===== config.mk =====
export PLATFORM = sky130hd
export DESIGN_NAME = xlat_buffer
export DESIGN_NICKNAME = d
export VERILOG_FILES = /design/src/rtl/xlat_pkg.sv /design/src/rtl/xb_cam.sv /design/src/rtl/xb_perm.sv /design/src/rtl/xb_victim.sv /design/src/rtl/xb_walkreq.sv /design/src/rtl/xlat_buffer.sv
export SDC_FILE = /design/constraint.sdc
export NUM_CORES = 2
export LEC_CHECK = 0
export BUFFER_PORTS_ARGS = -buffer_cell sky130_fd_sc_hd__buf_2
export CAP_MARGIN = 40
export CORE_MARGIN = 3
export CORE_UTILIZATION = 30
export CTS_BUF_LIST = sky130_fd_sc_hd__clkbuf_4 sky130_fd_sc_hd__clkbuf_8
export DETAILED_ROUTE_END_ITERATION = 6
export MAX_ROUTING_LAYER = met4
export PLACE_DENSITY = 0.53
export REMOVE_ABC_BUFFERS = 1
export SETUP_SLACK_MARGIN = 0.02
export SLEW_MARGIN = 20
export SYNTH_ARGS = -nofsm -noshare
export SYNTH_HDL_FRONTEND = slang
export SYNTH_HIERARCHICAL = 1
export SYNTH_SLANG_ARGS = --single-unit
export TNS_END_PERCENT = 20

===== constraint.sdc =====
create_clock -name clk -period 9.5 [get_ports clk]
set_clock_uncertainty 0.05 [all_clocks]
set_input_delay 1.425 -clock clk [delete_from_list [all_inputs] [get_ports clk]]
set_output_delay 1.425 -clock clk [all_outputs]
set_load 0.05 [all_outputs]

===== src/rtl/xlat_pkg.sv =====
`timescale 1ns/1ps
package xlat_pkg;
  typedef enum logic [1:0] {
    ACC_READ  = 2'b00,
    ACC_WRITE = 2'b01,
    ACC_EXEC  = 2'b10,
    ACC_RSVD  = 2'b11
  } acc_e;

  // bit order matches the fill_perm port: [4] rd .. [0] dirty
  typedef struct packed {
    logic rd;
    logic wr;
    logic ex;
    logic usr;
    logic dirty;
  } perm_t;
endpackage


===== src/rtl/xb_cam.sv =====
`timescale 1ns/1ps
// Parallel compare of one key against every stored tag.
module xb_cam #(
  parameter int N = 32,
  parameter int W = 20
) (
  input  logic [N-1:0]        valid_i,
  input  logic [N-1:0][W-1:0] tags_i,
  input  logic [W-1:0]        key_i,
  output logic [N-1:0]        match_o
);
  for (genvar g = 0; g < N; g++) begin : g_cmp
    assign match_o[g] = valid_i[g] && (tags_i[g] == key_i);
  end
endmodule


===== src/rtl/xb_perm.sv =====
`timescale 1ns/1ps
// Rights check for a matched entry.
module xb_perm
  import xlat_pkg::*;
(
  input  perm_t       perm_i,
  input  logic [1:0]  acc_i,
  input  logic        user_i,
  output logic        deny_o,
  output logic        clean_wr_o
);
  acc_e acc;
  assign acc = acc_e'(acc_i);

  always_comb begin
    unique case (acc)
      ACC_READ:  deny_o = !perm_i.rd;
      ACC_WRITE: deny_o = !perm_i.wr;
      ACC_EXEC:  deny_o = !perm_i.ex;
      default:   deny_o = 1'b1;
    endcase
    if (user_i && !perm_i.usr) deny_o = 1'b1;
  end

  assign clean_wr_o = (acc == ACC_WRITE) && !perm_i.dirty;
endmodule


===== src/rtl/xb_victim.sv =====
`timescale 1ns/1ps
// Slot choice for a fill of a new page: lowest free slot, else round-robin.
module xb_victim #(
  parameter  int N     = 32,
  localparam int PTR_W = $clog2(N)
) (
  input  logic             clk,
  input  logic             rst_n,
  input  logic [N-1:0]     valid_i,
  input  logic             advance_i,
  output logic [PTR_W-1:0] idx_o,
  output logic             free_o
);
  logic [PTR_W-1:0] rr_q;
  logic [PTR_W-1:0] free_idx;

  always_comb begin
    free_idx = '0;
    for (int i = N - 1; i >= 0; i--) begin
      if (!valid_i[i]) free_idx = PTR_W'(i);
    end
  end

  assign free_o = ~&valid_i;
  assign idx_o  = free_o ? free_idx : rr_q;

  always_ff @(posedge clk) begin
    if (!rst_n) begin
      rr_q <= '0;
    end else if (advance_i) begin
      rr_q <= (rr_q == PTR_W'(N - 1)) ? '0 : rr_q + 1'b1;
    end
  end
endmodule


===== src/rtl/xb_walkreq.sv =====
`timescale 1ns/1ps
// Single-entry walk request register with valid/ready output.
module xb_walkreq #(
  parameter int W = 20
) (
  input  logic         clk,
  input  logic         rst_n,
  input  logic         miss_i,
  input  logic [W-1:0] key_i,
  input  logic         ready_i,
  output logic         valid_o,
  output logic [W-1:0] vpn_o
);
  logic take;
  assign take = miss_i && (!valid_o || ready_i);

  always_ff @(posedge clk) begin
    if (!rst_n) begin
      valid_o <= 1'b0;
    end else if (take) begin
      valid_o <= 1'b1;
    end else if (ready_i) begin
      valid_o <= 1'b0;
    end
  end

  always_ff @(posedge clk) begin
    if (take) vpn_o <= key_i;
  end
endmodule


===== src/rtl/xlat_buffer.sv =====
`timescale 1ns/1ps
module xlat_buffer
  import xlat_pkg::*;
#(
  parameter  int ENTRIES = 32,
  parameter  int VPN_W   = 20,
  parameter  int PPN_W   = 20,
  localparam int IDX_W   = $clog2(ENTRIES)
) (
  input  logic             clk,
  input  logic             rst_n,
  input  logic             lk_valid,
  input  logic [VPN_W-1:0] lk_vpn,
  input  logic [1:0]       lk_acc,
  input  logic             lk_user,
  output logic             lk_hit,
  output logic             lk_fault,
  output logic [PPN_W-1:0] lk_ppn,
  output logic             walk_req_valid,
  input  logic             walk_req_ready,
  output logic [VPN_W-1:0] walk_req_vpn,
  input  logic             fill_valid,
  output logic             fill_ready,
  input  logic [VPN_W-1:0] fill_vpn,
  input  logic [PPN_W-1:0] fill_ppn,
  input  logic [4:0]       fill_perm,
  input  logic             inv_valid,
  input  logic [VPN_W-1:0] inv_vpn,
  input  logic             flush
);
  // entry storage
  logic [ENTRIES-1:0]             valid_q;
  logic [ENTRIES-1:0][VPN_W-1:0]  tag_q;
  logic [ENTRIES-1:0][PPN_W-1:0]  ppn_q;
  perm_t [ENTRIES-1:0]            perm_q;

  // three compare ports: lookup, fill, invalidate
  logic [ENTRIES-1:0] lk_match, fill_match, inv_match;

  xb_cam #(.N(ENTRIES), .W(VPN_W)) i_cam_lk (
    .valid_i(valid_q), .tags_i(tag_q), .key_i(lk_vpn),   .match_o(lk_match));
  xb_cam #(.N(ENTRIES), .W(VPN_W)) i_cam_fill (
    .valid_i(valid_q), .tags_i(tag_q), .key_i(fill_vpn), .match_o(fill_match));
  xb_cam #(.N(ENTRIES), .W(VPN_W)) i_cam_inv (
    .valid_i(valid_q), .tags_i(tag_q), .key_i(inv_vpn),  .match_o(inv_match));

  // ---------------- lookup path ----------------
  logic [PPN_W-1:0] sel_ppn;
  perm_t            sel_perm;
  logic             any_match, deny, clean_wr, miss;

  always_comb begin
    sel_ppn  = '0;
    sel_perm = '0;
    for (int i = 0; i < ENTRIES; i++) begin
      if (lk_match[i]) begin
        sel_ppn  = sel_ppn | ppn_q[i];
        sel_perm = perm_t'(sel_perm | perm_q[i]);
      end
    end
  end

  assign any_match = |lk_match;

  xb_perm i_perm (
    .perm_i(sel_perm), .acc_i(lk_acc), .user_i(lk_user),
    .deny_o(deny), .clean_wr_o(clean_wr));

  assign lk_fault = lk_valid && any_match && deny;
  assign lk_hit   = lk_valid && any_match && !deny && !clean_wr;
  assign lk_ppn   = lk_hit ? sel_ppn : '0;
  assign miss     = lk_valid && !lk_hit && !lk_fault;

  xb_walkreq #(.W(VPN_W)) i_req (
    .clk(clk), .rst_n(rst_n), .miss_i(miss), .key_i(lk_vpn),
    .ready_i(walk_req_ready), .valid_o(walk_req_valid), .vpn_o(walk_req_vpn));

  // ---------------- fill path ----------------
  logic             fill_fire, fill_do, fill_hit, vic_free, rr_adv;
  logic [IDX_W-1:0] vic_idx, hit_idx, fill_idx;
  logic [ENTRIES-1:0] fill_oh;

  assign fill_ready = !flush;
  assign fill_fire  = fill_valid && fill_ready;
  assign fill_do    = fill_fire && !(inv_valid && (inv_vpn == fill_vpn));
  assign fill_hit   = |fill_match;

  always_comb begin
    hit_idx = '0;
    for (int i = 0; i < ENTRIES; i++) begin
      if (fill_match[i]) hit_idx = IDX_W'(i);
    end
  end

  assign rr_adv = fill_do && !fill_hit && !vic_free;

  xb_victim #(.N(ENTRIES)) i_vic (
    .clk(clk), .rst_n(rst_n), .valid_i(valid_q), .advance_i(rr_adv),
    .idx_o(vic_idx), .free_o(vic_free));

  assign fill_idx = fill_hit ? hit_idx : vic_idx;
  assign fill_oh  = fill_do ? ({{(ENTRIES-1){1'b0}}, 1'b1} << fill_idx) : '0;

  // ---------------- state update ----------------
  always_ff @(posedge clk) begin
    if (!rst_n) begin
      valid_q <= '0;
    end else if (flush) begin
      valid_q <= '0;
    end else begin
      valid_q <= (valid_q & ~(inv_valid ? inv_match : '0)) | fill_oh;
    end
  end

  always_ff @(posedge clk) begin
    if (fill_do) begin
      tag_q[fill_idx]  <= fill_vpn;
      ppn_q[fill_idx]  <= fill_ppn;
      perm_q[fill_idx] <= perm_t'(fill_perm);
    end
  end
endmodule


# After elaboration in Yosys (flattened, before gate mapping)
# Index checks and enable logic that the tools add are counted.
# totals
word_cells,673
out_inout_bits,44
regBits,1498
inputBits,95
# op_classes
shift,1
n_reduce_logical,131
order_cmp,2
mux,144
addsub,1
n_eq_ne,100
bitwise_logic,66
# ops
operator,count
$eq 20x20->1,97
$bwmux 640,2
$mux 20,34
$or 20x20->20,31
$mux 5,98
$bwmux 160,1
$or 5x5->5,31
$logic_and 1x1->1,111
$demux 20 s5,1
$mux 32,2
$reduce_or 32->1,2
$and 32x32->32,1
$not 32->32,1
$or 32x32->32,1
$reduce_and 32->1,1
$shl 1x5->32 const A,1
$demux 5 s5,1
$logic_not 1->1,13
$lt 5x6->1 const B,1
$add 5x1->5 const B,1
$eq 5x5->1 const B,1
$ge 5x1->1 const B,1
$mux 1,4
$pmux 1 s3,1
other kinds (7),7

# Logic depth before layout (Yosys ltp)
# depth
depth_word,76
ltp_mapped,18
depth_no_buf,15

# Hierarchy
# Netlist, hierarchy kept.
# modules_own_cells
mod,area_each_um2,seq_area_each_um2,instances,cells_each
xlat_buffer,49966.7,43882.1,1,2398
xb_cam,7823.8,0.0,3,944
xb_victim,711.9,100.1,1,100
xb_walkreq,648.1,620.6,1,24
xb_perm,43.8,0.0,1,6

# Worst setup path after synthesis
# Ideal clock, no wire load.
# synth_path
kind,input to register
start,input port fill_vpn[12]
end,register perm_q[115] in the netlist's numbering (enable)
required_time_ns,8.947
path_slack_ns,2.001
path_stages,13
arrival_ns,6.945
path_cell_list,buf_2 -> buf_6 -> buf_2 -> xnor2_1 -> nand3_1 -> nor4_1 -> nor4_4 -> o21ai_1 -> a311oi_2 -> o41ai_2 -> nand2b_2 -> or2_2 -> nor3_1
# synth_between
elab_chain_cells,4
# synth_rtl
item,line,rtl
start: declaration,xlat_buffer.sv:24,"input logic [VPN_W-1:0] fill_vpn,"
$eq 20x20->1,xlat_buffer.sv:85,assign fill_do = fill_fire && !(inv_valid && (inv_vpn == fill_vpn));
$logic_and 1x1->1,xlat_buffer.sv:85,
$logic_not 1->1,xlat_buffer.sv:85,
$logic_and 1x1->1,xlat_buffer.sv:85,
end signal: indexed assignment,xlat_buffer.sv:119,perm_q[fill_idx] <= perm_t'(fill_perm);
end: declaration,xlat_buffer.sv:35,perm_t [ENTRIES-1:0] perm_q;
# No other way between the ends.
# A chain may end at the register's enable or synchronous reset.

==> flow_summary_export.csv <==
group,metric,value,unit
outcome,status,"complete, no violations",
floorplan,dieArea,0.256,mm²
timing,rsz0062_at_grt,"false",
clock_network,cts_setup_buffers,0,
timing,maxSlewViolCount,0,
timing,fin_ws,1.59,ns
clock_network,clock_path_buffers,3,
place,dp_hpwl,187000,µm
floorplan,die_h,505,µm
worst_setup_path,path_class,"in -> out",
drt,wl,306000,µm
worst_setup_path,crit_required,8.03,ns
timing,finalHoldViolCount,0,
power,ir_drop,0.000159,V
final_layout,layout_commonest_cell,"edfxtp_1",
floorplan,ios,139,
clock_network,cts_resized,0,
grt,grtUsageMet2,0.356,
clock_network,postCtsHoldBufs,0,
grt,grt_pass1_wl,418000,µm
floorplan,initial_core_util,0.303,
place,dpl_cell_area,0.0810,mm²
clock_network,root_buffer,"clkbuf_8",
floorplan,fp.coreArea,0.247,mm²
timing,fin_crit_sh,0.833,
drt,route.detailed.drc,0,
logic_synthesis,post_synth.cell_area_avg,14.0,µm²
power,power,14.1,mW
grt,use_met3,0.0462,
worst_setup_path,end_kind,"output port",
final_layout,post_route_cells_drive_above_1_share,0.173,
timing,maxSlewHeadroom,0.350,
logic_synthesis,synth_edf_count,1460,
drt,vias,51600,
logic_synthesis,synthTopCellsByArea,"edfxtp_1 (59%), xnor2_1 (13%), xor2_1 (9.2%), nand4_1 (3.1%), a22oi_1 (2.2%)",
worst_setup_path,r2r-start,"tag_q[333]",
logic_synthesis,syn-instance-count,5360,
drt,initialDrtViolationCount,7089,
grt,overflow,0,
floorplan,die_w,505,µm
drt,vias_per_cell,5.61,
logic_synthesis,yosys_most_used_dff,"edfxtp_1",
final_layout,fin_area,0.0860,mm²
clock_network,clkTransAtPathRegs,0.06,ns
grt,busiest_layer,"met2",
place,place_congestion,0.927,
clock_network,clock_sinks,1498,
grt,grt_pass1_vias,50100,
power,leakage,26.5,nW
timing,finalSetupTns,0,ns
drt,dr.pass1.iters,5,
min_path,min_from,"i_vic/rr_q[1]",
worst_setup_path,critPathLaunch,"lk_vpn[15]",
flow_run,max_cap_viol_count,0,
logic_synthesis,synth.top_cell.area_share,0.586,
timing,tightest_slew,0.975,ns
drt,wl_per_cell,33.2,µm
logic_synthesis,synth_largest_area_cell,"edfxtp_1",
final_layout,layout_common_cells,"edfxtp_1 (1460), xnor2_1 (1153), xor2_1 (787)",
logic_synthesis,ys_seq_area_frac,0.596,
timing,setup_viol,0,
clock_network,numCtsBuffers,237,
clock_network,htree_levels,4,
final_layout,nets,5792,
grt,grt_util_met1,0.326,
min_path,hp-class,"reg -> reg",
floorplan,rows,182,
timing,max_freq,126,MHz
place,pre_cts_ws,1.67,ns
drt,ant_nets,0,
worst_setup_path,cp.arrival,6.44,ns
clock_network,clock_latency,1.03,ns
logic_synthesis,yosysUniqueCellTypes,71,
logic_synthesis,ys_ff_latch,1498,
logic_synthesis,syn_area,0.0748,mm²
grt,antenna_found_initial,20,
place,io_buffer_count,138,
grt,grt_usage,0.238,
logic_synthesis,synth_warnings,6,
clock_network,cts_tree,"yes",
power,powerDensity,164,mW/mm²
final_layout,fillCellCount,23900,
worst_setup_path,cp-start-kind,"input port",
logic_synthesis,async_reset_ff_frac,0,
final_layout,syn_to_final_growth,14.9,%
worst_setup_path,worst-path-max-fanout,26,
timing,min_period,7.91,ns
grt,grt_max_degree,46,
==> sequential cells by signal, indices dropped and copies added (netlist names) <==
register / cells
i_vic/rr_q: 5
ppn_q: 640
i_req/valid_o: 1
i_req/vpn_o: 20
valid_q: 32
tag_q: 640
perm_q: 160
==> kinds of logic (layout without fill, tap and decap cells) <==
kind of cell             Yosys count  count (layout)  share of synthesized area
XOR/XNOR                        1940            1940                      0.227
flip-flops                      1498            1498                      0.596
AND/OR/NAND/NOR                 1047            1047                     0.0934
AO/OA/AOI/OAI                    494             494                     0.0521
buffers and inverters            375             899                     0.0306
multiplexers                       4               4                   0.000535
adder cells (fa/ha/maj)            2               2                   0.000334
other                              0              14                          0
==> per-stage QoR <==
| step | util | hold WS [ns] | cells |
|---|---|---|---|
| 2_1_floorplan | - | 0.446 | 5010 |
| 3_3_place_gp | 0.325 | 0.493 | 8709 |
| 3_5_place_dp | 0.328 | 0.513 | 8760 |
| 4_1_cts | 0.347 | 0.518 | 9188 |
| 5_1_grt | 0.348 | 0.542 | 9210 |
| 6_report | 0.348 | 0.519 | 9210 |
==> layout make-up <==
cell class	count	area (µm²)	share of cell area
diodes	14	35.0	0.000407
clock buffers	321	3960	0.0460
clock inverters	107	843	0.00981
inverters	25	93.8	0.00109
multi-input cells	3487	28400	0.330
flip-flops and latches	1498	44600	0.519
well taps	3312	4140	0.0482
repair buffers	446	3940	0.0458
==> final timing paths <==
kind	end	slack, ns	cells past startpoint
worst max-delay path	lk_ppn[0]	1.59	17
worst min-delay path	i_vic/rr_q[1]	0.52	2
worst max register to register	ppn_q[604]	3.42	12
worst min register to register	i_vic/rr_q[1]	0.52	2
==> power by group <==
group,switching [mW],total [mW],internal (mW)
clock,2.84,5.71,2.87
combinational,0.765,1.10,0.336
sequential,0.00869,7.27,7.26
==> Yosys cell counts (3+ instances only) <==
master    number
o21ai_0       16
buf_6         78
a21oi_1       15
or3_1          8
nand3_1      126
buf_4         42
nor3_1        45
xnor2_1     1153
o21ai_1        3
buf_2        114
a31oi_1        5
edfxtp_1    1460
inv_1         25
o211ai_1       4
or4_1          6
o22ai_2        6
o22ai_1       18
a22oi_1      221
xor2_1       787
nand4_2        3
buf_1         12
nor4_4         5
a221oi_1      92
nor4_1       180
nor4_2       130
nor2b_1       10
nor3b_1        3
nand2_1       84
a22o_1        90
nor2_1        51
nand2b_1       3
mux2i_1        4
nand4_1      371
dfxtp_1       38
and3_1         3
clkbuf_1     104
==> routing by layer <==
metal	vias up	wire length (µm)
met5	-	0
met4	0	10700
met3	603	29700
met2	3126	135000
met1	27100	130000
li1	20800	-
==> critical path, cell delays in order <==
cell     delay, ns
buf_4         0.60
buf_4         0.35
buf_4         0.22
xor2_1        0.09
nor4_1        0.35
nand4_1       0.20
nor4_4        0.26
buf_4         0.55
a22oi_1       0.16
nand4_1       0.12
or4_1         0.17
mux2i_1       0.14
o21ai_1       0.17
o21ai_1       0.10
or3_1         0.66
nor2_1        0.46
buf_2         0.35
Power figures use the tool's default switching activity.
